`src/rtl/dring_pkg.sv`:
```
package dring_pkg;
  localparam int unsigned DESC_WORDS = 4;
  localparam int unsigned DESC_BYTES = DESC_WORDS * 4;
  localparam int unsigned DESC_BITS  = DESC_BYTES * 8;
  localparam int unsigned FLG_OWN    = 0;
  localparam int unsigned FLG_SKIP   = 2;
  localparam int unsigned FLG_NOTIFY = 7;
  localparam int unsigned XFLG_ZLP   = 5;
  localparam logic [7:0]  CSUM_GOOD  = 8'hFF;

  // MSB first: word3, word2, word1, word0
  typedef struct packed {
    logic [7:0]  xflag;
    logic [7:0]  ext8;
    logic [15:0] len;
    logic [31:0] buf_ptr;
    logic [31:0] link_ptr;
    logic [15:0] mode16;
    logic [7:0]  csum;
    logic [7:0]  flag;
  } desc_t;

  typedef enum logic [2:0] {
    ST_IDLE, ST_FETCH, ST_DECIDE, ST_XFER, ST_WB_LEN, ST_WB_FLAG
  } st_e;
endpackage

```
`src/rtl/dring_csum.sv`:
```
module dring_csum #(
  parameter int unsigned NBYTES = 16
) (
  input  logic [NBYTES*8-1:0] data_i,
  output logic [7:0]          sum_o
);
  logic [7:0] acc [NBYTES+1];

  assign acc[0] = 8'h00;
  for (genvar g = 0; g < NBYTES; g++) begin : g_add
    assign acc[g+1] = acc[g] + data_i[g*8 +: 8];
  end
  assign sum_o = acc[NBYTES];
endmodule

```
`src/rtl/dring_decode.sv`:
```
module dring_decode
  import dring_pkg::*;
#(
  parameter int unsigned EXT_W = 4,
  localparam int unsigned ADDR_W = 32 + EXT_W
) (
  input  logic [DESC_BITS-1:0] desc_i,
  input  logic                 rx_i,
  output logic                 own_o,
  output logic                 skip_o,
  output logic                 notify_o,
  output logic                 zlp_o,
  output logic                 csum_ok_o,
  output logic [ADDR_W-1:0]    buf_addr_o,
  output logic [ADDR_W-1:0]    next_addr_o,
  output logic [15:0]          len_o
);
  desc_t      d;
  logic [7:0] ext;
  logic [7:0] sum;

  assign d = desc_t'(desc_i);

  dring_csum #(.NBYTES(DESC_BYTES)) u_csum (
    .data_i (d),
    .sum_o  (sum)
  );

  // extension nibbles live in different fields per direction
  assign ext         = rx_i ? d.ext8 : d.mode16[7:0];
  assign own_o       = d.flag[FLG_OWN];
  assign skip_o      = d.flag[FLG_SKIP];
  assign notify_o    = d.flag[FLG_NOTIFY];
  assign zlp_o       = !rx_i && d.xflag[XFLG_ZLP];
  assign csum_ok_o   = (sum == CSUM_GOOD);
  assign buf_addr_o  = {ext[EXT_W-1:0], d.buf_ptr};
  assign next_addr_o = {ext[4 +: EXT_W], d.link_ptr};
  assign len_o       = rx_i ? d.mode16 : d.len;
endmodule

```
`src/rtl/dring_qeng.sv`:
```
module dring_qeng
  import dring_pkg::*;
#(
  parameter int unsigned EXT_W = 4,
  localparam int unsigned ADDR_W = 32 + EXT_W,
  localparam int unsigned WIDX_W = $clog2(DESC_WORDS)
) (
  input  logic              clk_i,
  input  logic              rst_ni,
  input  logic              start_i,
  input  logic [ADDR_W-1:0] start_addr_i,
  input  logic              resume_i,
  input  logic              rx_mode_i,
  input  logic              csum_en_i,
  output logic              mem_req_o,
  output logic              mem_we_o,
  output logic [ADDR_W-1:0] mem_addr_o,
  output logic [31:0]       mem_wdata_o,
  input  logic              mem_ack_i,
  input  logic [31:0]       mem_rdata_i,
  output logic              xfer_req_o,
  output logic [ADDR_W-1:0] xfer_addr_o,
  output logic [15:0]       xfer_len_o,
  output logic              xfer_zlp_o,
  input  logic              xfer_done_i,
  input  logic [15:0]       xfer_rcvd_i,
  output logic              irq_done_o,
  output logic              irq_err_o,
  output logic              idle_o
);
  st_e                  st_q;
  logic [ADDR_W-1:0]    ptr_q;
  logic [WIDX_W-1:0]    widx_q;
  logic [DESC_BITS-1:0] desc_q;
  logic [15:0]          rcvd_q;
  logic                 irq_done_q, irq_err_q;

  desc_t             dq;
  logic              own, skip, notify, csum_ok;
  logic [ADDR_W-1:0] next_addr;

  assign dq = desc_t'(desc_q);

  dring_decode #(.EXT_W(EXT_W)) u_dec (
    .desc_i      (desc_q),
    .rx_i        (rx_mode_i),
    .own_o       (own),
    .skip_o      (skip),
    .notify_o    (notify),
    .zlp_o       (xfer_zlp_o),
    .csum_ok_o   (csum_ok),
    .buf_addr_o  (xfer_addr_o),
    .next_addr_o (next_addr),
    .len_o       (xfer_len_o)
  );

  always_ff @(posedge clk_i or negedge rst_ni) begin
    if (!rst_ni) begin
      st_q       <= ST_IDLE;
      ptr_q      <= '0;
      widx_q     <= '0;
      desc_q     <= '0;
      rcvd_q     <= '0;
      irq_done_q <= 1'b0;
      irq_err_q  <= 1'b0;
    end else begin
      irq_done_q <= 1'b0;
      irq_err_q  <= 1'b0;
      case (st_q)
        ST_IDLE: begin
          if (start_i) begin
            ptr_q  <= start_addr_i;
            widx_q <= '0;
            st_q   <= ST_FETCH;
          end else if (resume_i) begin
            widx_q <= '0;
            st_q   <= ST_FETCH;
          end
        end
        ST_FETCH: begin
          if (mem_ack_i) begin
            desc_q[32*widx_q +: 32] <= mem_rdata_i;
            if (widx_q == WIDX_W'(DESC_WORDS - 1)) st_q <= ST_DECIDE;
            else widx_q <= widx_q + 1'b1;
          end
        end
        ST_DECIDE: begin
          if (!own) begin
            st_q <= ST_IDLE;
          end else if (csum_en_i && !csum_ok) begin
            irq_err_q <= 1'b1;
            st_q      <= ST_IDLE;
          end else if (skip) begin
            ptr_q  <= next_addr;
            widx_q <= '0;
            st_q   <= ST_FETCH;
          end else begin
            st_q <= ST_XFER;
          end
        end
        ST_XFER: begin
          if (xfer_done_i) begin
            rcvd_q <= xfer_rcvd_i;
            st_q   <= rx_mode_i ? ST_WB_LEN : ST_WB_FLAG;
          end
        end
        ST_WB_LEN: begin
          if (mem_ack_i) st_q <= ST_WB_FLAG;
        end
        ST_WB_FLAG: begin
          if (mem_ack_i) begin
            irq_done_q <= notify;
            ptr_q      <= next_addr;
            widx_q     <= '0;
            st_q       <= ST_FETCH;
          end
        end
        default: st_q <= ST_IDLE;
      endcase
    end
  end

  always_comb begin
    mem_addr_o  = ptr_q;
    mem_wdata_o = '0;
    case (st_q)
      ST_FETCH:  mem_addr_o = ptr_q + {{(ADDR_W-WIDX_W-2){1'b0}}, widx_q, 2'b00};
      ST_WB_LEN: begin
        mem_addr_o  = ptr_q + ADDR_W'(12);
        mem_wdata_o = {dq.xflag, dq.ext8, rcvd_q};
      end
      ST_WB_FLAG: mem_wdata_o = {dq.mode16, dq.csum, dq.flag & ~8'h01};
      default: ;
    endcase
  end

  assign mem_req_o  = (st_q == ST_FETCH) || (st_q == ST_WB_LEN) || (st_q == ST_WB_FLAG);
  assign mem_we_o   = (st_q == ST_WB_LEN) || (st_q == ST_WB_FLAG);
  assign xfer_req_o = (st_q == ST_XFER);
  assign irq_done_o = irq_done_q;
  assign irq_err_o  = irq_err_q;
  assign idle_o     = (st_q == ST_IDLE);


  idle_quiet_chk: assert property (@(posedge clk_i) disable iff (!rst_ni)
    idle_o |-> !mem_req_o && !xfer_req_o);

  one_req_chk: assert property (@(posedge clk_i) disable iff (!rst_ni)
    !(mem_req_o && xfer_req_o));

  mem_hold_chk: assert property (@(posedge clk_i) disable iff (!rst_ni)
    mem_req_o && !mem_ack_i |=> mem_req_o && $stable(mem_addr_o) && $stable(mem_we_o));

  xfer_hold_chk: assert property (@(posedge clk_i) disable iff (!rst_ni)
    xfer_req_o && !xfer_done_i |=> xfer_req_o && $stable(xfer_addr_o) && $stable(xfer_len_o));

  own_clear_chk: assert property (@(posedge clk_i) disable iff (!rst_ni)
    mem_req_o && mem_we_o && (mem_addr_o[3:2] == 2'b00) |-> !mem_wdata_o[0]);

  done_pulse_chk: assert property (@(posedge clk_i) disable iff (!rst_ni)
    irq_done_o |=> !irq_done_o);

  err_stop_chk: assert property (@(posedge clk_i) disable iff (!rst_ni)
    irq_err_o |-> idle_o && !irq_done_o);
endmodule

```
`config.mk`:
```
export PLATFORM = sky130hd
export DESIGN_NAME = dring_qeng
export DESIGN_NICKNAME = d
export VERILOG_FILES = /design/src/rtl/dring_pkg.sv /design/src/rtl/dring_csum.sv /design/src/rtl/dring_decode.sv /design/src/rtl/dring_qeng.sv
export SDC_FILE = /design/constraint.sdc
export NUM_CORES = 1
export LEC_CHECK = 0
export BUFFER_PORTS_ARGS = -buffer_cell sky130_fd_sc_hd__clkbuf_2
export CORE_ASPECT_RATIO = 2
export CORE_UTILIZATION = 33
export DETAILED_ROUTE_END_ITERATION = 12
export PLACE_DENSITY_LB_ADDON = 0.3
export SLEW_MARGIN = 20
export SYNTH_ARGS = -nofsm -noshare
export SYNTH_HDL_FRONTEND = slang
export SYNTH_SLANG_ARGS = --single-unit
```
`constraint.sdc`:
```
create_clock -name clk_i -period 9.2 [get_ports clk_i]
set_clock_uncertainty 0.05 [all_clocks]
set_input_delay 0.92 -clock clk_i [delete_from_list [all_inputs] [get_ports clk_i]]
set_output_delay 0.92 -clock clk_i [all_outputs]
set_load 0.03 [all_outputs]
```
======== Word-level counts from Yosys, hierarchy flattened ========
Index checks and enable logic that the tools add are counted.
word-level totals
  register bits after elaboration ......... 187
  input port bits ......................... 92
  output and inout bits ................... 127
cells by class
  add/sub/neg operators ................... 19
  equal/unequal tests ..................... 18
  shifts and indexed selects .............. 2
  mux-type cells .......................... 37
  reductions and logical operators ........ 15
operators with widths
  kind                                                                       count
  36-bit two-way mux                                                         5
  128-bit bitwise mux                                                        1
  32-bit by 34-bit variable shift with 128-bit output, first input constant  1
  32-bit by 34-bit variable part select with 128-bit output                  1
  8-bit adder                                                                15
  36-bit case mux with 3 select lines                                        1
  36-bit case mux with 2 select lines                                        1
  32-bit case mux with 2 select lines                                        1
  36-bit by 4-bit adder with 36-bit output                                   1
  36-bit by 4-bit adder with 36-bit output, second input constant            1
  7-bit negation with 34-bit output                                          1
  2-bit two-way mux                                                          11
  3-bit two-way mux                                                          7
  2-bit inequality test, second input constant                               9
  3-bit case mux with 6 select lines                                         1
  16-bit two-way mux                                                         1
  6-bit AND reduction                                                        2
  8-bit == test, second input constant                                       1
  8-bit two-way mux                                                          1
  2-bit case mux with 4 select lines                                         1
  8-bit AND reduction                                                        1
  3-bit by 2-bit == test with 1-bit output, second input constant            2
  3-bit == test, second input constant                                       2
  1-bit two-way mux                                                          6
  12 further kinds                                                           17

======== Depth between registers and ports, before layout ========
Gate-level depths: netlist of run 1.
  word-level depth ........................ 21
  gate-level depth with buffers ........... 19

======== Modules after synthesis ========
From an unflattened synthesis of run 1, not the netlist that was laid out.
unflattened totals
  cell total of the unflattened synthesis .. 1,352
  area total of the unflattened synthesis .. 12,637.1 sq um
modules (own cells, without submodules)
  module        instances  cells an instance  area an instance (sq um)  sequential area each (sq um)
  dring_qeng    1          986                8,998.6                   4,679.5
  dring_csum    1          268                2,720.1                   0.0
  dring_decode  1          98                 918.4                     0.0

======== Worst setup path before layout of run 1 ========
No wires, ideal clock.
  kind .................................... register -> register
  start point ............................. reg desc_q[74]
  end point ............................... reg ptr_q[0]
  data arrival time ....................... 6.234 ns
  slack ................................... 2.791 ns
  cell stages (with the launch flop) ...... 20
  path buffers ............................ 1
  clock period less this slack ............ 6.409 ns
  cell sequence ........................... dfrtp_1 fa_1 inv_1 fa_1 inv_1 fa_1 inv_1 fa_1 fa_1 inv_1 fa_1 ha_1 fa_1 a21o_1 a21oi_1 xor2_1 or4_1 o41ai_4 buf_6 mux2_2
on the way
  word-level cells in the longest chain between the ends .. 12
ends and longest elaborated chain
  element                                 line                text
  start, declared                         dring_qeng.sv:34    logic [DESC_BITS-1:0] desc_q;
  start signal, assigned by index         dring_qeng.sv:82    desc_q[32*widx_q +: 32] <= mem_rdata_i;
  8-bit adder (7 in series)               dring_csum.sv:11    assign acc[g+1] = acc[g] + data_i[g*8 +: 8];
  8-bit == test                           dring_decode.sv:35  assign csum_ok_o = (sum == CSUM_GOOD);
  1-bit logical NOT                       dring_qeng.sv:90    end else if (csum_en_i && !csum_ok) begin
  1-bit logical AND                       dring_qeng.sv:90
  2-bit inequality test (no source line)  -
  6-bit AND reduction (no source line)    -
  end signal, assigned                    dring_qeng.sv:72    ptr_q <= start_addr_i;
  end signal, assigned                    dring_qeng.sv:94    ptr_q <= next_addr;
  end signal, assigned                    dring_qeng.sv:113   ptr_q <= next_addr;
  end, declared                           dring_qeng.sv:32    logic [ADDR_W-1:0] ptr_q;
No other way between the ends.
A chain may end at the register's enable or synchronous reset.

======== Worst setup path after layout of run 1 ========
  start point ............................. reg desc_q[74]
  end point ............................... reg ptr_q[4]
The elaborated chain is that of the path after synthesis.

==> metrics.yaml, run 1 <==
gp_congestion: 0.864
timing.rr.start: "desc_q[74]"
post-route-min-period_ns: 6.76
via_per_inst: 4.96
start_kind: "flop"
grt_pass1_wl_um: 63000
portBuffers: 218
die_w_um: 138
slowest_delay_ns: 0.57
cap_violations: 0
rr_endpoint: "ptr_q[4]"
area_delta_synth_final_pct: 15.3
drtIter0Drc: 551
antenna_left: 0
avgSynthCellArea_um2: 9.77
leakage_nw: 6.47
critPathTopFamily: "adder cells"
synth_fp_nets: 1451
drive_gt1_frac: 0.265
crit_top_cell: "fa_1"
dp_hpwl_um: 33400
hold_class: "in -> async"
vdd_drop_max_mv: 0.194
synth-edff-count: 0
synth_ff_type: "dfrtp_1"
overflow: 0
fp-row-count: 99
slew_headroom: 0.274
wl_per_cell_um: 23.0
drc_errors: 0
postCtsHoldBufs: 0
slowest_stage: "fa_1"
fin_nets: 1605
antenna_found_initial: 2
numCtsBuffers: 17
yosysSeqAreaShare: 0.383
ys_async_sr_fraction: 1.00
synth.distinct_cells: 43
use_met3: 0.0353
cts_buffer_depth: 2
timing.fmax_mhz: 148
end_kind: "flop"
path_cells: "fa_1 > inv_1 > fa_1 > inv_1 > fa_1 > inv_1 > fa_1 > fa_1 > inv_1 > fa_1 > ha_1 > fa_1 > a21o_1 > a21oi_1 > xor2_1 > or4_1 > o41ai_4 > buf_4 > mux2_2"
cts-htree-levels: 4
finalMaxSlewViolations: 0
grt_util_met2: 0.437
setup_viol: 0
cp.required_ns: 9.49
cts_resized: 0
syn_inst: 1250
finalHoldViolCount: 0
path_max_fanout: 36
clock_latency_ns: 0.46
crit_type: "reg -> reg"
vias: 9295
die_h_um: 274
grt_busiest_layer: "met2"
clock_sink_count: 187
grt_max_degree: 90
coreArea_um2: 36400
rsz0062_at_grt: "false"
powerDensity_nw_per_um2: 376
grt_usage: 0.231
tns_ns: 0
start_util: 0.335
ys_warn_count: 0
ys_ff_latch: 187
postCtsSetupRepairBufs: 0
grt_pass1_vias: 9663
clock_tree.root_cell: "clkbuf_16"
critPathBufInv: 5
worst_slew_pin_slew_ns: 1.09
reg2regPathDepth: 19
use_met1: 0.228
power.total_mw: 5.30
r2r_setup_slack_ns: 2.44
cts_tree: "built"
cp.arrival_ns: 7.05
synth_area_um2: 12200
first_pass_iters: 7
dieArea_um2: 37800
min_period_over_period: 0.734
ios: 219
status: "completed"
cts.reportedPaths.clkPinSlew_ns: 0.08
drt-total-wl_um: 43000
kinds of logic after synthesis:
group                      after synthesis  synth area share
and+or+nand+nor                        385             0.130
buffers and inverters                  201            0.0741
DFF                                    187             0.383
AOI/OAI and AO/OA                      159            0.0702
muxes                                  143             0.128
adders and majority gates              109             0.166
xor gates and xnor gates                66            0.0491
layout by cell type (no fill, tap or decap), types with 36 or more instances in the layout:
cell / count
mux2_2: 103
nor2_1: 43
fa_1: 88
nand2_1: 280
xnor2_1: 55
clkbuf_2: 217
dfrtp_1: 186
inv_1: 106
o21ai_0: 136
mux2i_1: 36
flip-flops by register name, summed over array words and instances, names as in the netlist:
name	count
desc_q	128
st_q	3
rcvd_q	16
widx_q	2
irq_err_o	1
ptr_q	36
irq_done_o	1
metal layers:
layer	vias up	wire, µm
met3	93	1590
li1	4292	-
met2	270	23800
met5	-	0
met1	4640	14500
met4	0	3110
per-stage QoR:
step,setup slack [ns],cells,hold WS (ns),utilization,instance area [µm²]
2_1_floorplan,2.79,1250,0.421,-,12200
3_3_place_gp,2.48,1839,0.430,0.370,13500
3_5_place_dp,2.40,1839,0.444,0.370,13500
4_1_cts,2.38,1871,0.460,0.386,14100
5_1_grt,2.14,1873,0.478,0.387,14100
6_report,2.44,1873,0.457,0.387,14100
layout make-up:
type                       count  area (µm²)
clock buffer                  19         453
antenna                        2        5.00
inverter                     107         402
tap                          454         568
clock inverter                13         130
sequential                   187        4680
fill                        3767       22300
timing repair buffer         229        1180
multi-input combinational    862        6670
power by group:
group          total [mW]  internal (mW)  switching, mW  leakage, nW
clock               0.759          0.394          0.365        0.273
combinational        3.19           1.30           1.89         3.71
sequential           1.35           1.05          0.295         2.48
total                5.30           2.75           2.55         6.47
synth_stat cells (3+ instances only):
cell	instances	share of area
inv_1	106	0.033
a21oi_1	9	0.0037
nor3b_1	4	0.0025
dfrtp_1	187	0.38
nor2_1	43	0.013
o21ai_0	137	0.056
xnor2_1	55	0.039
mux2i_1	36	0.029
nor2b_1	3	0.0015
nor3_1	6	0.0025
ha_1	21	0.022
and2_1	6	0.0031
nand3_1	17	0.0070
mux2_1	4	0.0037
and3_1	13	0.0067
fa_1	88	0.14
xor2_1	9	0.0065
mux2_2	103	0.095
nand2_1	282	0.087
buf_4	34	0.021
and4_1	4	0.0029
buf_6	3	0.0028
buf_1	3	0.00092
clkbuf_1	54	0.017
worst reg2reg max path, cell delays in order (launching register included):
cell,delay (ns)
dfrtp_1,0.42
fa_1,0.54
inv_1,0.07
fa_1,0.54
inv_1,0.06
fa_1,0.50
inv_1,0.05
fa_1,0.46
fa_1,0.57
inv_1,0.06
fa_1,0.48
ha_1,0.24
fa_1,0.40
a21o_1,0.17
a21oi_1,0.17
xor2_1,0.08
or4_1,0.51
o41ai_4,0.35
buf_4,0.50
mux2_2,0.43
worst max path at each step:
stage	from	to	slack (ns)	depth (start not counted)
after floorplan	desc_q[74]	ptr_q[0]	2.79	19
after detailed placement	desc_q[26]	ptr_q[4]	2.40	17
after CTS	desc_q[26]	ptr_q[15]	2.38	17
after global placement	desc_q[26]	ptr_q[11]	2.48	17
final	desc_q[74]	ptr_q[4]	2.44	19
after global routing	desc_q[74]	ptr_q[0]	2.14	19
Power figures use the tool's default switching activity.
==> inputs of run 2 (changes only) <==
Clock period 9.2 ns to 6.1 ns, I/O delays scaled along.
==> metrics.yaml, run 2 (same netlist as run 1, synthesis figures left out) <==
critPathBufInv: 6  # +1
grt_pass1_wl_um: 63700  # +1.1%
drc_errors: 0  # unchanged
layout.area.seq_um2: 4680  # unchanged
grt_pass1_vias: 9991  # +3.4%
start_util: 0.335  # unchanged
start_kind: "flop"
hold_depth: 2
layout_commonest_cell: "nand2_1"
cts_tree: "built"
fin_nets: 1682  # +4.8%
gp_congestion: 0.869  # +0.67%
leakage_nw: 6.98  # +8.0%
die_w_um: 138  # unchanged
coreArea_um2: 36400  # unchanged
crit_top_cell: "fa_1"
via_per_inst: 4.87  # -1.9%
path_max_fanout: 9  # -75%
cap_violations: 0  # unchanged
antenna_left: 0  # unchanged
dpl.cell_count: 1910  # +3.9%
timing.fmax_mhz: 158  # +6.5%
dp_hpwl_um: 33500  # +0.31%
worst_slack_ns: -0.241  # -2.69 ns
fp-row-count: 99  # unchanged
worst_slew_pin_slew_ns: 1.15  # +0.0598 ns
end_kind: "flop"
status: "complete, but fails checks"
pre_cts_ws_ns: -0.263  # -2.66 ns
hold_class: "in -> reg"
final_cell_mix: "nand2_1, clkbuf_2, dfrtp_1"
wl_per_cell_um: 22.4  # -2.4%
post-route-min-period_ns: 6.34  # -0.415 ns
cp.required_ns: 6.39  # -3.10 ns
first_pass_iters: 5  # -2
multiInputGateArea_um2: 6830  # +2.4%
drtIter0Drc: 560  # +1.6%
die_h_um: 274  # unchanged
largest_reg_flops: 128  # unchanged
fill_cells: 3676  # -2.4%
failed_checks: "setup timing"
setup_viol: 38  # +38
clock_latency_ns: 0.46  # about the same
rr_endpoint: "ptr_q[27]"
powerDensity_nw_per_um2: 576  # +53%
finalMaxSlewViolations: 0  # unchanged
worstHoldStart: "xfer_rcvd_i[11]"
clock_tree.root_cell: "clkbuf_16"
ios: 219  # unchanged
r2r_setup_slack_ns: -0.24  # -2.69 ns
drt-total-wl_um: 43700  # +1.5%
finalNonFillerCells: 1948  # +4.0%
cts_buffer_depth: 2  # unchanged
portBuffers: 218  # unchanged
cts.reportedPaths.clkPinSlew_ns: 0.07  # about the same
area_delta_synth_final_pct: 21.7
vdd_drop_max_mv: 0.339  # +74%
crit_type: "reg -> reg"
cp.arrival_ns: 6.63  # -0.42 ns
biggestRegsByFlops: "desc_q (128), ptr_q (36), rcvd_q (16)"
rsz0062_at_grt: "true"
tns_ns: -7.30  # -7.30 ns
min_period_over_period: 1.04  # +0.305
drive_gt1_frac: 0.311  # +0.0454
slowest_delay_ns: 0.56  # about the same
dieArea_um2: 37800  # unchanged
slew_headroom: 0.226  # -0.0480
top_register: "desc_q"
overflow: 0  # unchanged
antenna_found_initial: 1  # -1
vias: 9483  # +2.0%
grt_usage: 0.232  # +0.000851
reg2regPathDepth: 20  # +1
hold-worst-slack_ns: 0.335  # -0.121 ns
clock_sink_count: 187  # unchanged
cts-htree-levels: 4  # unchanged
numCtsBuffers: 17  # unchanged
path_cells: "fa_1 > inv_2 > fa_1 > inv_2 > fa_1 > inv_2 > fa_1 > fa_1 > inv_1 > fa_1 > ha_2 > fa_2 > a21o_1 > a21oi_2 > xor2_1 > or4_4 > o41ai_4 > buf_6 > clkbuf_16 > mux2_2"
whs_endpoint: "rcvd_q[11]"
finalHoldViolCount: 0  # unchanged
timing.rr.start: "desc_q[82]"
power.total_mw: 8.57  # +62%
critPathTopFamily: "adder cells"
slowest_stage: "fa_1"
grt_max_degree: 166  # +84%
## run 2: cell types whose count changed in the layout (fill, tap and decap cells not counted), moves of 3 or more
cell | previous run | this run
buf_4 | 11 | 79
mux2_4 | 0 | 28
mux2_2 | 103 | 78
buf_12 | 0 | 3
buf_6 | 0 | 3
inv_1 | 106 | 103
inv_2 | 0 | 3
mux2_1 | 4 | 1
## run 2: per-layer routing
| layer | global-route usage | up-vias | routed length [µm] | share of wire |
|---|---|---|---|---|
| met2 | 0.439 | 247 | 24400 | 0.56 |
| met4 | 0.169 | 0 | 3060 | 0.070 |
| met1 | 0.227 | 4702 | 14800 | 0.34 |
| li1 | - | 4442 | - | - |
| met3 | 0.0332 | 92 | 1390 | 0.032 |
| met5 | 0 | - | 0 | 0 |
## run 2: cell type report
type                       count  area share
sequential                   187       0.315
clock inverter                12     0.00614
multi-input combinational    862       0.460
tap                          454      0.0382
antenna                        1    0.000168
timing repair buffer         306       0.124
inverter                     107      0.0270
clock buffer                  19      0.0298
## run 2: repair_timing
item / CTS / global route
buffers inserted: 0 / 2
endpoints found under the hold margin: 22 / 0
hold buffers: 1 / 0
gates cloned: 0 / 4
gates resized for setup: 2 / 44
pin swaps: 0 / 8
setup endpoints to repair: 38 / 41
## run 2: power by group
| group | internal, mW | switching, mW |
|---|---|---|
| clock network | 0.534 | 0.538 |
| registers | 1.59 | 0.393 |
| logic | 2.41 | 3.10 |
| total | 4.53 | 4.04 |
## run 2: worst max-delay path by stage
stage | start | end | cells past startpoint | slack (ns)
4_1_cts | desc_q[74] | ptr_q[6] | 17 | -0.24
3_5_place_dp | desc_q[75] | ptr_q[12] | 19 | -0.26
3_3_place_gp | desc_q[75] | ptr_q[0] | 19 | -0.18
2_1_floorplan | desc_q[74] | ptr_q[0] | 19 | -0.13
5_1_grt | desc_q[82] | ptr_q[30] | 20 | -0.40
6_report | desc_q[82] | ptr_q[27] | 20 | -0.24
## run 2: through the flow
| stage | utilization | instance area (µm²) |
|---|---|---|
| floorplan | - | 12200 |
| global placement | 0.386 | 14100 |
| detailed placement | 0.386 | 14100 |
| CTS | 0.401 | 14600 |
| global route | 0.408 | 14900 |
| finish | 0.408 | 14900 |
## run 2: worst register-to-register path, delay by kind of cell, from the launching register on
kind	cells	cell delay (ns)
fa+ha+maj	8	3.57
compound gates	3	0.62
buf+inv	6	0.61
simple gates	1	0.56
flops	1	0.40
mux	1	0.34
xor+xnor	1	0.07
==> inputs of run 3 (changes only) <==
Settings changed: BUFFER_PORTS_ARGS -buffer_cell sky130_fd_sc_hd__clkbuf_2 to -buffer_cell sky130_fd_sc_hd__buf_2.
==> metrics.yaml, run 3 (same netlist as run 1, synthesis figures left out) <==
fp-row-count: 99  # unchanged
path_max_fanout: 9  # unchanged
final_util: 0.411  # +0.00244
vdd_drop_max_mv: 0.335  # -1.0%
die_h_um: 274  # unchanged
p_sw_frac: 0.464  # -0.00672
grt_pass1_vias: 10134  # +1.4%
final_area_um2: 15000  # +0.60%
drc_errors: 0  # unchanged
finalNonFillerCells: 1950  # +0.10%
post-route-min-period_ns: 6.31  # -0.0340 ns
clock_latency_ns: 0.46  # about the same
cts.reportedPaths.clkPinSlew_ns: 0.07  # about the same
p_int_mw: 4.74  # +4.7%
rr_endpoint: "ptr_q[10]"
drtIter0Drc: 657  # +17%
slew_headroom: 0.302  # +0.0757
route.met3.wl_um: 1420  # +2.2%
tns_ns: -6.79  # +0.512 ns
worst_slew_pin_slew_ns: 1.04  # -0.112 ns
crit_type: "reg -> reg"
fin_nets: 1682  # unchanged
coreArea_um2: 36400  # unchanged
finalMaxSlewViolations: 0  # unchanged
cp.required_ns: 6.38  # about the same
dieArea_um2: 37800  # unchanged
rsz0062_at_grt: "true"
timing.fmax_mhz: 159  # +0.54%
cp.arrival_ns: 6.59  # -0.04 ns
cap_violations: 0  # unchanged
grt_usage: 0.235  # +0.00327
p_switching_mw: 4.11  # +1.9%
hold_class: "in -> async"
cts_buffer_depth: 2  # unchanged
postCtsHoldBufs: 0  # -1
top_layer_used: "met4"
seqPwrFrac: 0.225  # -0.007
crit_path_end: "ptr_q[10]"
powerDensity_nw_per_um2: 592  # +2.7%
min_period_over_period: 1.03  # -0.00558
grt_pass1_wl_um: 64200  # +0.90%
wl_met1_um: 15000  # +1.3%
pre_cts_ws_ns: -0.278  # -0.0148 ns
final_cell_mix: "nand2_1, buf_2, dfrtp_1"
area_delta_synth_final_pct: 22.4
status: "complete, but fails checks"
layout_commonest_cell: "nand2_1"
wl_per_cell_um: 22.8  # +1.8%
overflow: 0  # unchanged
timing.rr.start: "desc_q[90]"
start_util: 0.335  # unchanged
p_clk_frac: 0.142  # +0.017
leakage_nw: 7.09  # +1.5%
cts-htree-levels: 4  # unchanged
reg2regPathDepth: 20  # unchanged
start_kind: "flop"
antenna_left: 0  # unchanged
portBuffers: 218  # unchanged
top_register: "desc_q"
clock_tree.root_cell: "clkbuf_16"
met2_length_um: 24600  # +0.74%
dpl.cell_count: 1910  # unchanged
r2r_setup_slack_ns: -0.21  # +0.03 ns
dp_hpwl_um: 34100  # +1.7%
numCtsBuffers: 17  # unchanged
cts_tree: "built"
power.total_mw: 8.86  # +3.3%
finalHoldViolCount: 0  # unchanged
ios: 219  # unchanged
largest_reg_flops: 128  # unchanged
clock_sink_count: 187  # unchanged
drt-total-wl_um: 44500  # +1.9%
dpl_cell_area_um2: 14000  # about the same
pwr-share-comb: 0.634  # -0.009
antenna_found_initial: 2  # +1
first_pass_iters: 5  # unchanged
via_per_inst: 4.89  # +0.38%
worst_slack_ns: -0.207  # +0.0340 ns
setup_viol: 38  # unchanged
hold-worst-slack_ns: 0.109  # -0.226 ns
gp_congestion: 0.866  # -0.43%
biggestRegsByFlops: "desc_q (128), ptr_q (36), rcvd_q (16)"
vias: 9529  # +0.49%
grt_max_degree: 73  # -56%
die_w_um: 138  # unchanged
drive_gt1_frac: 0.315  # +0.00448
end_kind: "flop"
startpoint: "desc_q[90]"
failed_checks: "setup timing"
[run 3: changes by cell type in the layout (fill, tap and decap cells not counted), moves of 3 or more]
cell / delta
clkinvlp_4: -3
bufinv_16: +4
clkbuf_2: -217
mux2_2: +4
mux2_4: -3
buf_2: +217
[run 3: worst min path at each step]
stage,to,depth (start not counted),slack [ns],from
2_1_floorplan,desc_q[0],0,0.26,rst_ni
3_3_place_gp,rcvd_q[0],1,0.43,rcvd_q[0]
3_5_place_dp,rcvd_q[0],1,0.44,rcvd_q[0]
4_1_cts,desc_q[109],1,0.13,rst_ni
5_1_grt,desc_q[109],1,0.15,rst_ni
6_report,desc_q[109],1,0.11,rst_ni
[run 3: timing repair]
| item | in CTS | in global routing |
|---|---|---|
| resized for setup | 18 | 23 |
| endpoints found under the setup margin | 38 | 41 |
| setup buffers | 1 | 1 |
| cloned | 1 | 3 |
| pin swaps | 1 | 4 |
[run 3: power groups by stage]
stage / clock network (mW) / logic (mW) / registers, mW
6_report: 1.25 / 5.61 / 1.99
4_1_cts: 1.28 / 5.40 / 1.98
5_1_grt: 1.32 / 6.21 / 2.04
2_1_floorplan: 0 / 3.83 / 1.88
3_5_place_dp: 0 / 5.24 / 2.00
3_3_place_gp: 0 / 5.12 / 1.98
[run 3: final cells by class]
| cell class | count | area, µm² |
|---|---|---|
| repair buffers | 306 | 1840 |
| flip-flops and latches | 187 | 4680 |
| multi-input cells | 862 | 6820 |
| well taps | 454 | 568 |
| clock inverters | 13 | 186 |
| clock buffers | 19 | 453 |
| fillers | 3676 | 21500 |
| diodes | 2 | 5.00 |
| inverters | 107 | 402 |
[run 3: metal layers]
metal  vias up  GRT usage
li1       4440          -
met1      4712      0.228
met2       283      0.447
met3        94     0.0339
met4         0      0.174
met5         -          0
[run 3: worst max-delay path: stages, from the launching register on]
cell and delay (ns):
dfrtp_1 0.40, fa_1 0.56, inv_2 0.05, fa_1 0.55
inv_2 0.04, fa_1 0.51, inv_2 0.05, fa_1 0.46
fa_1 0.55, inv_2 0.05, fa_1 0.47, ha_2 0.20
fa_2 0.34, a21o_1 0.17, a21oi_2 0.15, xor2_1 0.09
or4_4 0.45, o41ai_4 0.30, buf_6 0.22, buf_12 0.17
mux2_2 0.35
